File: src/rtl/pixcnt_pkg.sv
package pixcnt_pkg;

  localparam int DEF_NIBBLE_W    = 4;
  localparam int DEF_NUM_NIBBLES = 3;
  localparam int DEF_SEL_W       = 2;

  // Strobes from control to datapath, produced once per cycle.
  typedef struct packed {
    logic latch;   // end of frame: move live count to shadow and clear it
    logic incr;    // count one qualified hit
  } strobe_t;

endpackage

File: src/rtl/pixcnt_ctrl.sv
module pixcnt_ctrl
  import pixcnt_pkg::*;
#(
  parameter int NUM_NIBBLES = DEF_NUM_NIBBLES,
  parameter int SEL_W       = DEF_SEL_W,
  parameter int NIB_CNT_W   = $clog2(NUM_NIBBLES + 1)
) (
  input  logic                 clk,
  input  logic                 rstN,
  input  logic                 hitIn,
  input  logic                 countEn,
  input  logic                 latchStrobe,
  input  logic [SEL_W-1:0]     depthSel,
  input  logic                 atLimit,
  output strobe_t              strobes,
  output logic [NIB_CNT_W-1:0] liveNibbles,
  output logic [NIB_CNT_W-1:0] storedNibbles
);

  // Depth code -> number of active nibbles; codes past the top clamp to full depth.
  function automatic logic [NIB_CNT_W-1:0] decodeDepth(input logic [SEL_W-1:0] sel);
    if (int'(sel) >= NUM_NIBBLES) return NIB_CNT_W'(NUM_NIBBLES);
    else                          return NIB_CNT_W'(int'(sel) + 1);
  endfunction

  // Depth of the running frame; only updated when a frame closes.
  always_ff @(posedge clk or negedge rstN) begin
    if (!rstN) begin
      liveNibbles   <= NIB_CNT_W'(NUM_NIBBLES);
      storedNibbles <= NIB_CNT_W'(NUM_NIBBLES);
    end else if (latchStrobe) begin
      liveNibbles   <= decodeDepth(depthSel);
      storedNibbles <= liveNibbles;
    end
  end

  always_comb begin
    strobes.latch = latchStrobe;
    // Hits coinciding with the frame boundary fall in the dead slot.
    strobes.incr  = countEn & hitIn & ~latchStrobe & ~atLimit;
  end

endmodule

File: src/rtl/pixcnt_datapath.sv
module pixcnt_datapath
  import pixcnt_pkg::*;
#(
  parameter int NIBBLE_W    = DEF_NIBBLE_W,
  parameter int NUM_NIBBLES = DEF_NUM_NIBBLES,
  parameter int NIB_CNT_W   = $clog2(NUM_NIBBLES + 1),
  parameter int NIB_SEL_W   = (NUM_NIBBLES > 1) ? $clog2(NUM_NIBBLES) : 1,
  parameter int CNT_W       = NIBBLE_W * NUM_NIBBLES
) (
  input  logic                 clk,
  input  logic                 rstN,
  input  strobe_t              strobes,
  input  logic [NIB_CNT_W-1:0] liveNibbles,
  input  logic [NIB_CNT_W-1:0] storedNibbles,
  input  logic [NIB_SEL_W-1:0] nibbleSel,
  output logic                 atLimit,
  output logic [CNT_W-1:0]     liveCnt,
  output logic [CNT_W-1:0]     shadowCnt,
  output logic [NIBBLE_W-1:0]  nibbleOut
);

  logic [CNT_W-1:0]    limitMask;
  logic [NIBBLE_W-1:0] nibbleArr [NUM_NIBBLES];

  // Per-nibble full-scale mask for the running frame and masked readout of the stored one.
  for (genvar i = 0; i < NUM_NIBBLES; i++) begin : g_nib
    assign limitMask[i*NIBBLE_W +: NIBBLE_W] =
      (NIB_CNT_W'(i) < liveNibbles) ? {NIBBLE_W{1'b1}} : {NIBBLE_W{1'b0}};
    assign nibbleArr[i] =
      (NIB_CNT_W'(i) < storedNibbles) ? shadowCnt[i*NIBBLE_W +: NIBBLE_W] : {NIBBLE_W{1'b0}};
  end

  assign atLimit = (liveCnt == limitMask);

  always_ff @(posedge clk or negedge rstN) begin
    if (!rstN)              liveCnt <= '0;
    else if (strobes.latch) liveCnt <= '0;
    else if (strobes.incr)  liveCnt <= liveCnt + 1'b1;
  end

  always_ff @(posedge clk or negedge rstN) begin
    if (!rstN)              shadowCnt <= '0;
    else if (strobes.latch) shadowCnt <= liveCnt;
  end

  always_comb begin
    nibbleOut = '0;
    for (int s = 0; s < NUM_NIBBLES; s++) begin
      if (nibbleSel == NIB_SEL_W'(s)) nibbleOut = nibbleArr[s];
    end
  end

endmodule

File: src/rtl/pixcnt_top.sv
module pixcnt_top
  import pixcnt_pkg::*;
#(
  parameter  int NIBBLE_W    = DEF_NIBBLE_W,
  parameter  int NUM_NIBBLES = DEF_NUM_NIBBLES,
  parameter  int SEL_W       = DEF_SEL_W,
  localparam int NIB_SEL_W   = (NUM_NIBBLES > 1) ? $clog2(NUM_NIBBLES) : 1
) (
  input  logic                 clk,
  input  logic                 rstN,
  input  logic                 hitIn,
  input  logic                 countEn,
  input  logic                 latchStrobe,
  input  logic [SEL_W-1:0]     depthSel,
  input  logic [NIB_SEL_W-1:0] nibbleSel,
  output logic [NIBBLE_W-1:0]  nibbleOut
);

  localparam int CNT_W     = NIBBLE_W * NUM_NIBBLES;
  localparam int NIB_CNT_W = $clog2(NUM_NIBBLES + 1);

  strobe_t              strobes;
  logic                 atLimit;
  logic [NIB_CNT_W-1:0] liveNibbles;
  logic [NIB_CNT_W-1:0] storedNibbles;
  logic [CNT_W-1:0]     liveCnt;
  logic [CNT_W-1:0]     shadowCnt;

  pixcnt_ctrl #(
    .NUM_NIBBLES (NUM_NIBBLES),
    .SEL_W       (SEL_W),
    .NIB_CNT_W   (NIB_CNT_W)
  ) u_ctrl (
    .clk           (clk),
    .rstN          (rstN),
    .hitIn         (hitIn),
    .countEn       (countEn),
    .latchStrobe   (latchStrobe),
    .depthSel      (depthSel),
    .atLimit       (atLimit),
    .strobes       (strobes),
    .liveNibbles   (liveNibbles),
    .storedNibbles (storedNibbles)
  );

  pixcnt_datapath #(
    .NIBBLE_W    (NIBBLE_W),
    .NUM_NIBBLES (NUM_NIBBLES),
    .NIB_CNT_W   (NIB_CNT_W),
    .NIB_SEL_W   (NIB_SEL_W),
    .CNT_W       (CNT_W)
  ) u_dp (
    .clk           (clk),
    .rstN          (rstN),
    .strobes       (strobes),
    .liveNibbles   (liveNibbles),
    .storedNibbles (storedNibbles),
    .nibbleSel     (nibbleSel),
    .atLimit       (atLimit),
    .liveCnt       (liveCnt),
    .shadowCnt     (shadowCnt),
    .nibbleOut     (nibbleOut)
  );

endmodule

File: config.mk
export PLATFORM = sky130hd
export DESIGN_NAME = pixcnt_top
export DESIGN_NICKNAME = d
export VERILOG_FILES = /design/src/rtl/pixcnt_pkg.sv /design/src/rtl/pixcnt_ctrl.sv /design/src/rtl/pixcnt_datapath.sv /design/src/rtl/pixcnt_top.sv
export SDC_FILE = /design/constraint.sdc
export NUM_CORES = 1
export LEC_CHECK = 0
export ABC_AREA = 1
export BUFFER_PORTS_ARGS = -buffer_cell sky130_fd_sc_hd__buf_4
export CORE_ASPECT_RATIO = 0.9
export CORE_UTILIZATION = 25
export CTS_CLUSTER_DIAMETER = 200
export DETAILED_ROUTE_END_ITERATION = 6
export HOLD_SLACK_MARGIN = 0.06
export PLACE_DENSITY = 0.42
export SLEW_MARGIN = 20
export SYNTH_ARGS = -nofsm -noshare
export SYNTH_HDL_FRONTEND = slang
export SYNTH_SLANG_ARGS = --single-unit
File: constraint.sdc
create_clock -name clk -period 1.6 [get_ports clk]
set_input_delay 0.16 -clock clk [delete_from_list [all_inputs] [get_ports clk]]
set_output_delay 0.16 -clock clk [all_outputs]
set_load 0.005 [all_outputs]
==> Yosys cells after proc, flatten, opt, wreduce, memory -nomap -nowiden <==
Cells that the tools add are included.
{ "word_totals": {"reg_bits": 28, "input_bits": 9, "out_inout_bits": 4, "wordCells": 35} }
{ "classes": {"n_addsub": 2, "magnitude_cmp": 7, "eq_ne": 3, "mux": 12, "bitwise": 5, "reduce_logical": 2} }
{ "ops": {"columns": ["operator", "n"], "rows": [
  ["two-way mux 4 bit", 9],
  ["two-way mux 12 bit", 2],
  ["adder 12 x 1 -> 12 bit (second input constant)", 1],
  ["== test 12 bit", 1],
  ["< comparator 1 x 2 -> 1 bit (first input constant)", 4],
  ["< comparator 2 bit (first input constant)", 2],
  ["bitwise AND 1 bit", 3],
  ["adder 2 x 1 -> 2 bit (second input constant)", 1],
  ["== test 2 x 1 -> 1 bit (second input constant)", 1],
  ["== test 2 bit (second input constant)", 1],
  ["greater-or-equal comparator 2 bit (second input constant)", 1],
  ["logical NOT 2 bit", 1],
  ["two-way mux 2 bit", 1],
  ["NOT 1 bit", 2],
  ["nonzero test 2 bit", 1]
]} }

==> Logic depth before layout (Yosys ltp) <==
Gate-level depths: netlist of run 1.
{ "logic_depth": {"word_depth": 7, "ltp_mapped": 10, "mapped_depth_nobuf": 9} }

==> Modules after synthesis <==
Synthesis of run 1 repeated with hierarchy kept, for this count alone.
{ "unflattened": {"cells_unflattened": 188, "hier_area_um2": 1452.6} }
{ "by_module_without_submodules": {"columns": ["mod", "instances", "cells_per_inst", "area_per_inst_um2"], "rows": [
  ["pixcnt_datapath", 1, 166, 1273.7],
  ["pixcnt_ctrl", 1, 22, 178.9]
]} }

==> Worst setup path after synthesis of run 1 <==
No wires, ideal clock.
{ "synth_path": {"path_kind": "register -> register", "startpoint": "register u_ctrl.liveNibbles[1]", "endpoint": "register u_dp.liveCnt[6]", "arrival_ns": 1.268, "required_ns": 1.535, "setup_slack_ns": 0.267, "path_stages_with_launch": 10, "n_path_buf": 1, "period_less_slack_ns": 1.333, "path_cell_list": "dfstp_2 -> inv_1 -> nor2_2 -> nand2_1 -> nand2_2 -> nand3_4 -> nand2_4 -> buf_12 -> nand3_2 -> nand2_1"} }
{ "synth_between": {"elab_chain_len": 6, "elab_cells_between_ends": 10, "classes_between": "order compare: 3; eq/ne: 1; mux: 3; bitwise: 2; reduce/logical: 1"} }
{ "synth_rtl": {"columns": ["element", "line_no", "source"], "rows": [
  ["start: declaration", "pixcnt_ctrl.sv:16", "output logic [NIB_CNT_W-1:0] liveNibbles,"],
  ["start signal: assignment", "pixcnt_ctrl.sv:29", "liveNibbles <= NIB_CNT_W'(NUM_NIBBLES);"],
  ["start signal: assignment", "pixcnt_ctrl.sv:32", "liveNibbles <= decodeDepth(depthSel);"],
  ["< comparator 1 x 2 -> 1 bit or < comparator 2 bit (tied branches)", "pixcnt_datapath.sv:28", "(NIB_CNT_W'(i) < liveNibbles) ? {NIBBLE_W{1'b1}} : {NIBBLE_W{1'b0}};"],
  ["two-way mux 4 bit", "pixcnt_datapath.sv:28", null],
  ["== test 12 bit *", "pixcnt_datapath.sv:33", "assign atLimit = (liveCnt == limitMask);"],
  ["NOT 1 bit *", "pixcnt_ctrl.sv:40", "strobes.incr = countEn & hitIn & ~latchStrobe & ~atLimit;"],
  ["bitwise AND 1 bit *", "pixcnt_ctrl.sv:40", null],
  ["nonzero test 2 bit (no source line) *", null, null],
  ["end signal: assignment", "pixcnt_datapath.sv:38", "else if (strobes.incr) liveCnt <= liveCnt + 1'b1;"],
  ["end: declaration", "pixcnt_datapath.sv:17", "output logic [CNT_W-1:0] liveCnt,"]
]} }
Every way passes the cells marked *; elsewhere a longest branch is shown, timed or not.
A chain may end at the register's enable or synchronous reset.

==> Worst setup path in the final report of run 1 <==
{ "layout_path": {"startpoint": "register u_ctrl.storedNibbles[1]", "endpoint": "output nibbleOut[0]"} }
{ "layout_between": {"elab_chain_len": 5, "elab_cells_between_ends": 9, "classes_between": "order compare: 3; mux: 6"} }
{ "layout_rtl": {"columns": ["element", "line_no", "source"], "rows": [
  ["start: declaration", "pixcnt_ctrl.sv:17", "output logic [NIB_CNT_W-1:0] storedNibbles"],
  ["start signal: assignment", "pixcnt_ctrl.sv:30", "storedNibbles <= NIB_CNT_W'(NUM_NIBBLES);"],
  ["start signal: assignment", "pixcnt_ctrl.sv:33", "storedNibbles <= liveNibbles;"],
  ["< comparator 1 x 2 -> 1 bit", "pixcnt_datapath.sv:30", "(NIB_CNT_W'(i) < storedNibbles) ? shadowCnt[i*NIBBLE_W +: NIBBLE_W] : {NIBBLE_W{1'b0}};"],
  ["two-way mux 4 bit", "pixcnt_datapath.sv:30", null],
  ["two-way mux 4 bit (2 in a row)", "pixcnt_datapath.sv:49", "if (nibbleSel == NIB_SEL_W'(s)) nibbleOut = nibbleArr[s];"],
  ["two-way mux 4 bit *", "pixcnt_datapath.sv:49", null],
  ["end: declaration", "pixcnt_top.sv:16", "output logic [NIBBLE_W-1:0] nibbleOut"]
]} }
Marks and branches as above.

==> results of run 1 <==
area by class of cell:
class	instances	area, µm²	area share [%]
multi-input cells	155	861	42.1
flip-flops and latches	28	706	34.5
repair buffers	23	203	9.91
well taps	90	113	5.50
inverters	29	109	5.32
clock buffers	4	55.1	2.69
flip-flops by register name, summed over array words and instances, names as in the netlist:
| register | flops |
|---|---|
| u_dp.liveCnt | 12 |
| u_dp.shadowCnt | 12 |
| u_ctrl.liveNibbles | 2 |
| u_ctrl.storedNibbles | 2 |
worst paths after layout:
| check | from | to | slack, ps | cells after the start |
|---|---|---|---|---|
| worst max-delay path | u_ctrl.storedNibbles[1] | nibbleOut[0] | 80 | 4 |
| worst min-delay path | depthSel[1] | u_ctrl.liveNibbles[1] | 140 | 3 |
| worst max register to register | u_dp.liveCnt[6] | u_dp.liveCnt[10] | 110 | 9 |
| worst min register to register | u_dp.shadowCnt[10] | u_dp.shadowCnt[10] | 510 | 2 |
| max in group asynchronous | rstN | u_ctrl.liveNibbles[1] | 950 | 2 |
| min in group asynchronous | rstN | u_dp.shadowCnt[2] | 320 | 2 |
Yosys cell counts:
cell type	instances	area, µm²
nand4_1	12	75.1
nand3_1	17	85.1
nand2_4	1	11.3
nand2_1	56	210
a22oi_1	1	7.51
dfrtp_1	24	601
xor2_1	4	35.0
buf_2	3	15.0
buf_4	2	15.0
nor2_2	2	12.5
inv_1	24	90.1
clkbuf_1	3	11.3
dfstp_2	4	105
nor2_4	1	11.3
buf_12	1	20.0
nand3_2	10	100
nand2_2	5	31.3
clkinv_1	1	3.75
o221ai_1	4	35.0
nand3_4	1	17.5
o21ai_0	11	55.1
xnor2_1	1	8.76
ha_1	1	12.5
nor2_1	22	82.6
inv_2	4	15.0
o21ai_1	6	30.0
where the power goes:
group / total [mW] / internal (mW) / switching (mW)
Sequential: 0.748 / 0.731 / 0.0168
Clock: 0.467 / 0.221 / 0.246
Combinational: 0.156 / 0.0543 / 0.101
kinds of logic (layout without fill, tap and decap cells):
family                     after synthesis  count (layout)  share of synthesized area (%)
AOI/OAI and AO/OA                       22              22                           7.52
buffers and inverters                   38              56                           10.0
DFF                                     28              28                           41.6
and+or+nand+nor                        127             127                           37.5
xor gates and xnor gates                 5               5                           2.58
adders and majority gates                1               1                          0.737
worst max-delay path, cell delays in order (launching register included):
cell      delay [ps]
dfstp_2          580
o21ai_1           80
buf_4            160
o221ai_2         120
buf_4            130
routing by layer:
| metal | global-route usage [%] | vias to the layer above |
|---|---|---|
| li1 | - | 755 |
| met1 | 18.4 | 678 |
| met5 | 0 | - |
| met4 | 2.42 | 0 |
| met3 | 2.47 | 4 |
| met2 | 21.9 | 19 |
cell usage in the layout (no fill, tap or decap), types with 4 or more instances in the layout:
cell	Yosys	final
inv_2	4	5
nand2_2	5	5
clkbuf_8	0	4
dfrtp_1	24	24
o21ai_0	11	10
dfstp_2	4	4
xor2_1	4	4
nand3_1	17	14
o221ai_2	0	4
o21ai_1	6	7
nand4_1	12	12
nand2_1	56	56
inv_1	24	23
nor2_1	22	22
buf_4	2	19
nand3_2	10	13
per-stage QoR:
step	std cells	utilization, %	power, mW	setup slack [ps]	hold slack (ps)
CTS	329	30.6	1.38	16.5	131
detailed placement	323	29.5	0.909	153	115
floorplan	221	-	0.842	267	-136
finish	329	31.2	1.37	84.6	136
global placement	323	29.5	0.909	152	114
global route	329	31.2	1.43	1.90	174
timing repair:
item / 4_1_cts / 5_1_grt
gates resized for setup: 0 / 9
endpoints found under the hold margin: 25 / 0
endpoints found under the setup margin: 0 / 4
hold buffers: 2 / 0
==> flow_summary.yaml, run 1 <==
status:
  outcome: "complete, no violations"
placed_design:
  gp_congestion: 0.777
  portBuffers: 12
  postPlaceCellArea_um2: 1930
  dp_hpwl_mm: 3.09
drt:
  drc_errors: 0
  drtIter0Drc: 66
  vias_per_cell: 4.43
  vias: 1456
  top_layer: "met4"
  wire_per_inst_um: 12.9
  wirelength_mm: 4.26
  dr_wl_met2_mm: 1.87
  ant_nets: 0
  drt-pass1-iter-count: 4
  wl_met1_mm: 2.22
  route.met3.wl_um: 138
synth:
  ys_seq_area_share_pct: 41.6
  synthesis.area_um2: 1700
  synth_nets: 231
  synth.distinct_cells: 26
  ys_warn_count: 0
  ys_seq_elements: 28
  syn_inst: 221
  avgSynthCellArea_um2: 7.68
final_layout:
  drive_gt1_share_pct: 25.5
  area_growth_pct: 20.6
  final_cell_area_um2: 2050
  antenna_cells: 0
  fillers: 709
  nNetsFinal: 250
sta:
  setup_tns_ps: 0
  maxSlewViolCount: 0
  period_needed_ps: 1520
  hold_viol: 0
  worst-slew-pin-transition_ps: 382
  setup_viol: 0
  min_period_over_period_pct: 94.7
  rsz0062_at_grt: "no"
  fmax_mhz: 660
  slew_headroom_pct: 74.5
  clock_skew_ps: 9.15
worst_setup_path:
  crit_required_ps: 1440
  worstSetupStartpointType: "flop"
  criticalPathCategory: "flop to primary output"
  end_kind: "primary output"
  critical_path_arrival_ps: 1360
  cp_max_fo: 4
cts:
  cts_tree: "built"
  path_clk_slew_ps: 100
  cts_buffers: 3
  numClockSinks: 28
  insertion_delay_ps: 290
  cts_buffer_depth: 2
  cts_root_buffer: "clkbuf_8"
  h-tree-depth: 1
  post-cts-setup-buffer-count: 0
grt:
  antenna_found_initial: 0
  overflow: 0
  grt_pass1_vias: 1426
  grt_first_pass_wirelength_mm: 7.09
  grt_max_degree: 29
  grt_usage_pct: 13.4
floorplanning:
  die_x_um: 88.8
  coreArea_um2: 6550
  dieArea_um2: 7120
  initial_core_util_pct: 25.9
  io_pins: 13
  die_h_um: 80.2
  rows: 28
power:
  leakage_nw: 0.945
  p_per_area_nw_per_um2: 670
  vdd_drop_max_uv: 281
worst_hold_path:
  hp-class: "input pin to flop"
job:
  maxCapViolCount: 0
No activity file was read; power rests on OpenSTA's default activity.
==> run 2: changes to the inputs <==
- SYNTH_HIERARCHICAL: not set -> 1
==> flow_summary.yaml, run 2 <==
status:
  outcome: "finished, violations left"
  violations: "negative setup slack"
drt:
  vias: 1342
  wire_per_inst_um: 12.8
  vias_per_cell: 4.46
  drtIter0Drc: 44
  wirelength_mm: 3.87
  drt-pass1-iter-count: 4
  drc_errors: 0
  ant_nets: 0
sta:
  fmax_mhz: 564
  clock_skew_ps: 5.48
  setup_tns_ps: -1600
  min_period_over_period_pct: 111
  period_needed_ps: 1770
  maxSlewViolCount: 0
  hold-worst-slack_ps: 88.4
  hold_viol: 0
  setup_viol: 12
  rsz0062_at_grt: "yes"
  layout_setup_ws_ps: -174
  slew_headroom_pct: 73.2
  worst-slew-pin-transition_ps: 400
worst_setup_path:
  worstSetupStartpointType: "flop"
  cp_max_fo: 6
  critical_path_arrival_ps: 1960
  criticalPathCategory: "flop to flop"
  crit_required_ps: 1780
  end_kind: "flop"
power:
  vdd_drop_max_uv: 356
  leakage_nw: 0.944
  p_per_area_nw_per_um2: 730
floorplanning:
  die_h_um: 74.3
  die_x_um: 82.4
  rows: 25
  dieArea_um2: 6120
  io_pins: 13
  initial_core_util_pct: 26.8
  coreArea_um2: 5410
synth:
  async_flop_share_pct: 100
  ys_top_cells_by_count: "50 x nand2_1, 24 x dfrtp_1, 24 x nor2_1"
  yosysTopAreaCellShare_pct: 41.3
  synth_area_leader_cell: "dfrtp_1"
  ys_seq_elements: 28
  synthesis.area_um2: 1450
  ys_warn_count: 6
  synth.distinct_cells: 23
  synth_most_common_cell: "nand2_1"
  synth_top_flop_cell: "dfrtp_1"
  synth-edff-count: 0
  syn_inst: 188
  avgSynthCellArea_um2: 7.73
  ys_seq_area_share_pct: 48.6
  synth_nets: 198
  synth_area_leaders: "dfrtp_1 41%, nand2_1 13%, dfstp_2 7.2%"
final_layout:
  mostFrequentLayoutCells: "45 x nand2_1, 43 x buf_4, 24 x dfrtp_1, 21 x inv_1, 20 x nor2_1"
  fillers: 582
  antenna_cells: 0
  final_common_cell: "nand2_1"
  reg_top3: "u_dp/liveCnt: 12 flops, u_dp/shadowCnt: 12 flops"
  regArea_um2: 706
  nNetsFinal: 245
  drive_gt1_share_pct: 35.9
  area_growth_pct: 41.5
  multi_input_area_um2: 727
grt:
  overflow: 0
  grt_first_pass_wirelength_mm: 6.39
  antenna_found_initial: 0
  grt_max_degree: 29
  grt_usage_pct: 14.4
  grt_pass1_vias: 1294
worst_hold_path:
  hp-class: "input pin to flop"
cts:
  cts_root_buffer: "clkbuf_8"
  cts_buffers: 3
  insertion_delay_ps: 280
  numClockSinks: 28
  cts_buffer_depth: 2
  path_clk_slew_ps: 100
  h-tree-depth: 1
  cts_tree: "built"
placed_design:
  portBuffers: 12
  gp_congestion: 0.777
  dp_hpwl_mm: 2.86
job:
  maxCapViolCount: 0
## run 2: cell types whose count changed in the layout (fill, tap and decap cells not counted), sizes merged, moves of 2 or more
cell / change
nor2: +2
buf: +25
inv: -4
nor3: +3
xor2: -4
nand3: -15
nand2: -12
a21oi: +7
nand4: -9
o21ai: +3
## run 2: path summary, 6_finish.rpt
path | start | to | slack (ps) | depth (start not counted)
setup / recovery | u_ctrl/liveNibbles[1] | u_dp/liveCnt[5] | -170 | 12
hold / removal | depthSel[0] | u_ctrl/liveNibbles[0] | 90 | 4
setup reg to reg | u_ctrl/liveNibbles[1] | u_dp/liveCnt[5] | -170 | 12
hold reg to reg | u_ctrl/storedNibbles[0] | u_ctrl/storedNibbles[0] | 480 | 2
max in group asynchronous | rstN | u_ctrl/liveNibbles[0] | 960 | 2
min in group asynchronous | rstN | u_dp/shadowCnt[9] | 330 | 2
## run 2: kinds of logic after synthesis
group / after synthesis / share of synthesized area [%]
adders and majority gates: 1 / 0.861
xor gates and xnor gates: 1 / 0.603
AOI/OAI and AO/OA: 33 / 12.8
DFF: 28 / 48.6
buffers and inverters: 29 / 8.87
and+or+nand+nor: 96 / 28.3
## run 2: cell type report
class	instances	area share (%)
multi-input cells	131	35.4
flip-flops and latches	28	34.3
repair buffers	47	18.3
inverters	24	4.50
well taps	67	4.08
clock buffers	3	2.01
clock inverters	1	1.46
## run 2: stage by stage
stage | util [%] | setup WS, ps | total power [mW] | cells | area [µm²]
after floorplan | - | -122 | 0.827 | 188 | 1460
after global placement | 33.9 | -182 | 0.902 | 292 | 1840
after detailed placement | 33.9 | -249 | 0.904 | 292 | 1840
after CTS | 36.0 | -152 | 1.50 | 299 | 1950
after global routing | 38.0 | -308 | 1.58 | 301 | 2060
final | 38.0 | -174 | 1.50 | 301 | 2060
## run 2: power breakdown
part | total [mW] | internal, mW | switching [mW]
Clock | 0.577 | 0.336 | 0.241
Combinational | 0.174 | 0.0788 | 0.0953
Sequential | 0.750 | 0.732 | 0.0174
Total | 1.50 | 1.15 | 0.354
## run 2: layer usage
layer	vias up	GRT usage [%]	part of all wire [%]
met2	22	21.2	42
met1	616	21.2	53
li1	700	-	-
met4	0	3.51	0.91
met3	4	3.31	4.0
met5	-	0	0
## run 2: what timing repair did
item	in CTS	in global routing
pin swaps	6	7
setup buffers	2	3
hold buffers	1	0
hold endpoints to repair	24	0
resized for setup	7	23
setup endpoints to repair	16	16
## run 2: critical path, cell delays in order (launching register included)
cell and delay, ps:
dfstp_2 610, nor2_2 60, buf_4 130, o21ai_2 110
nand2_1 70, nor2_2 150, nor3_4 70, buf_4 140
buf_6 130, nand2_2 80, nand2_2 40, nand2_1 50
nor2_1 40
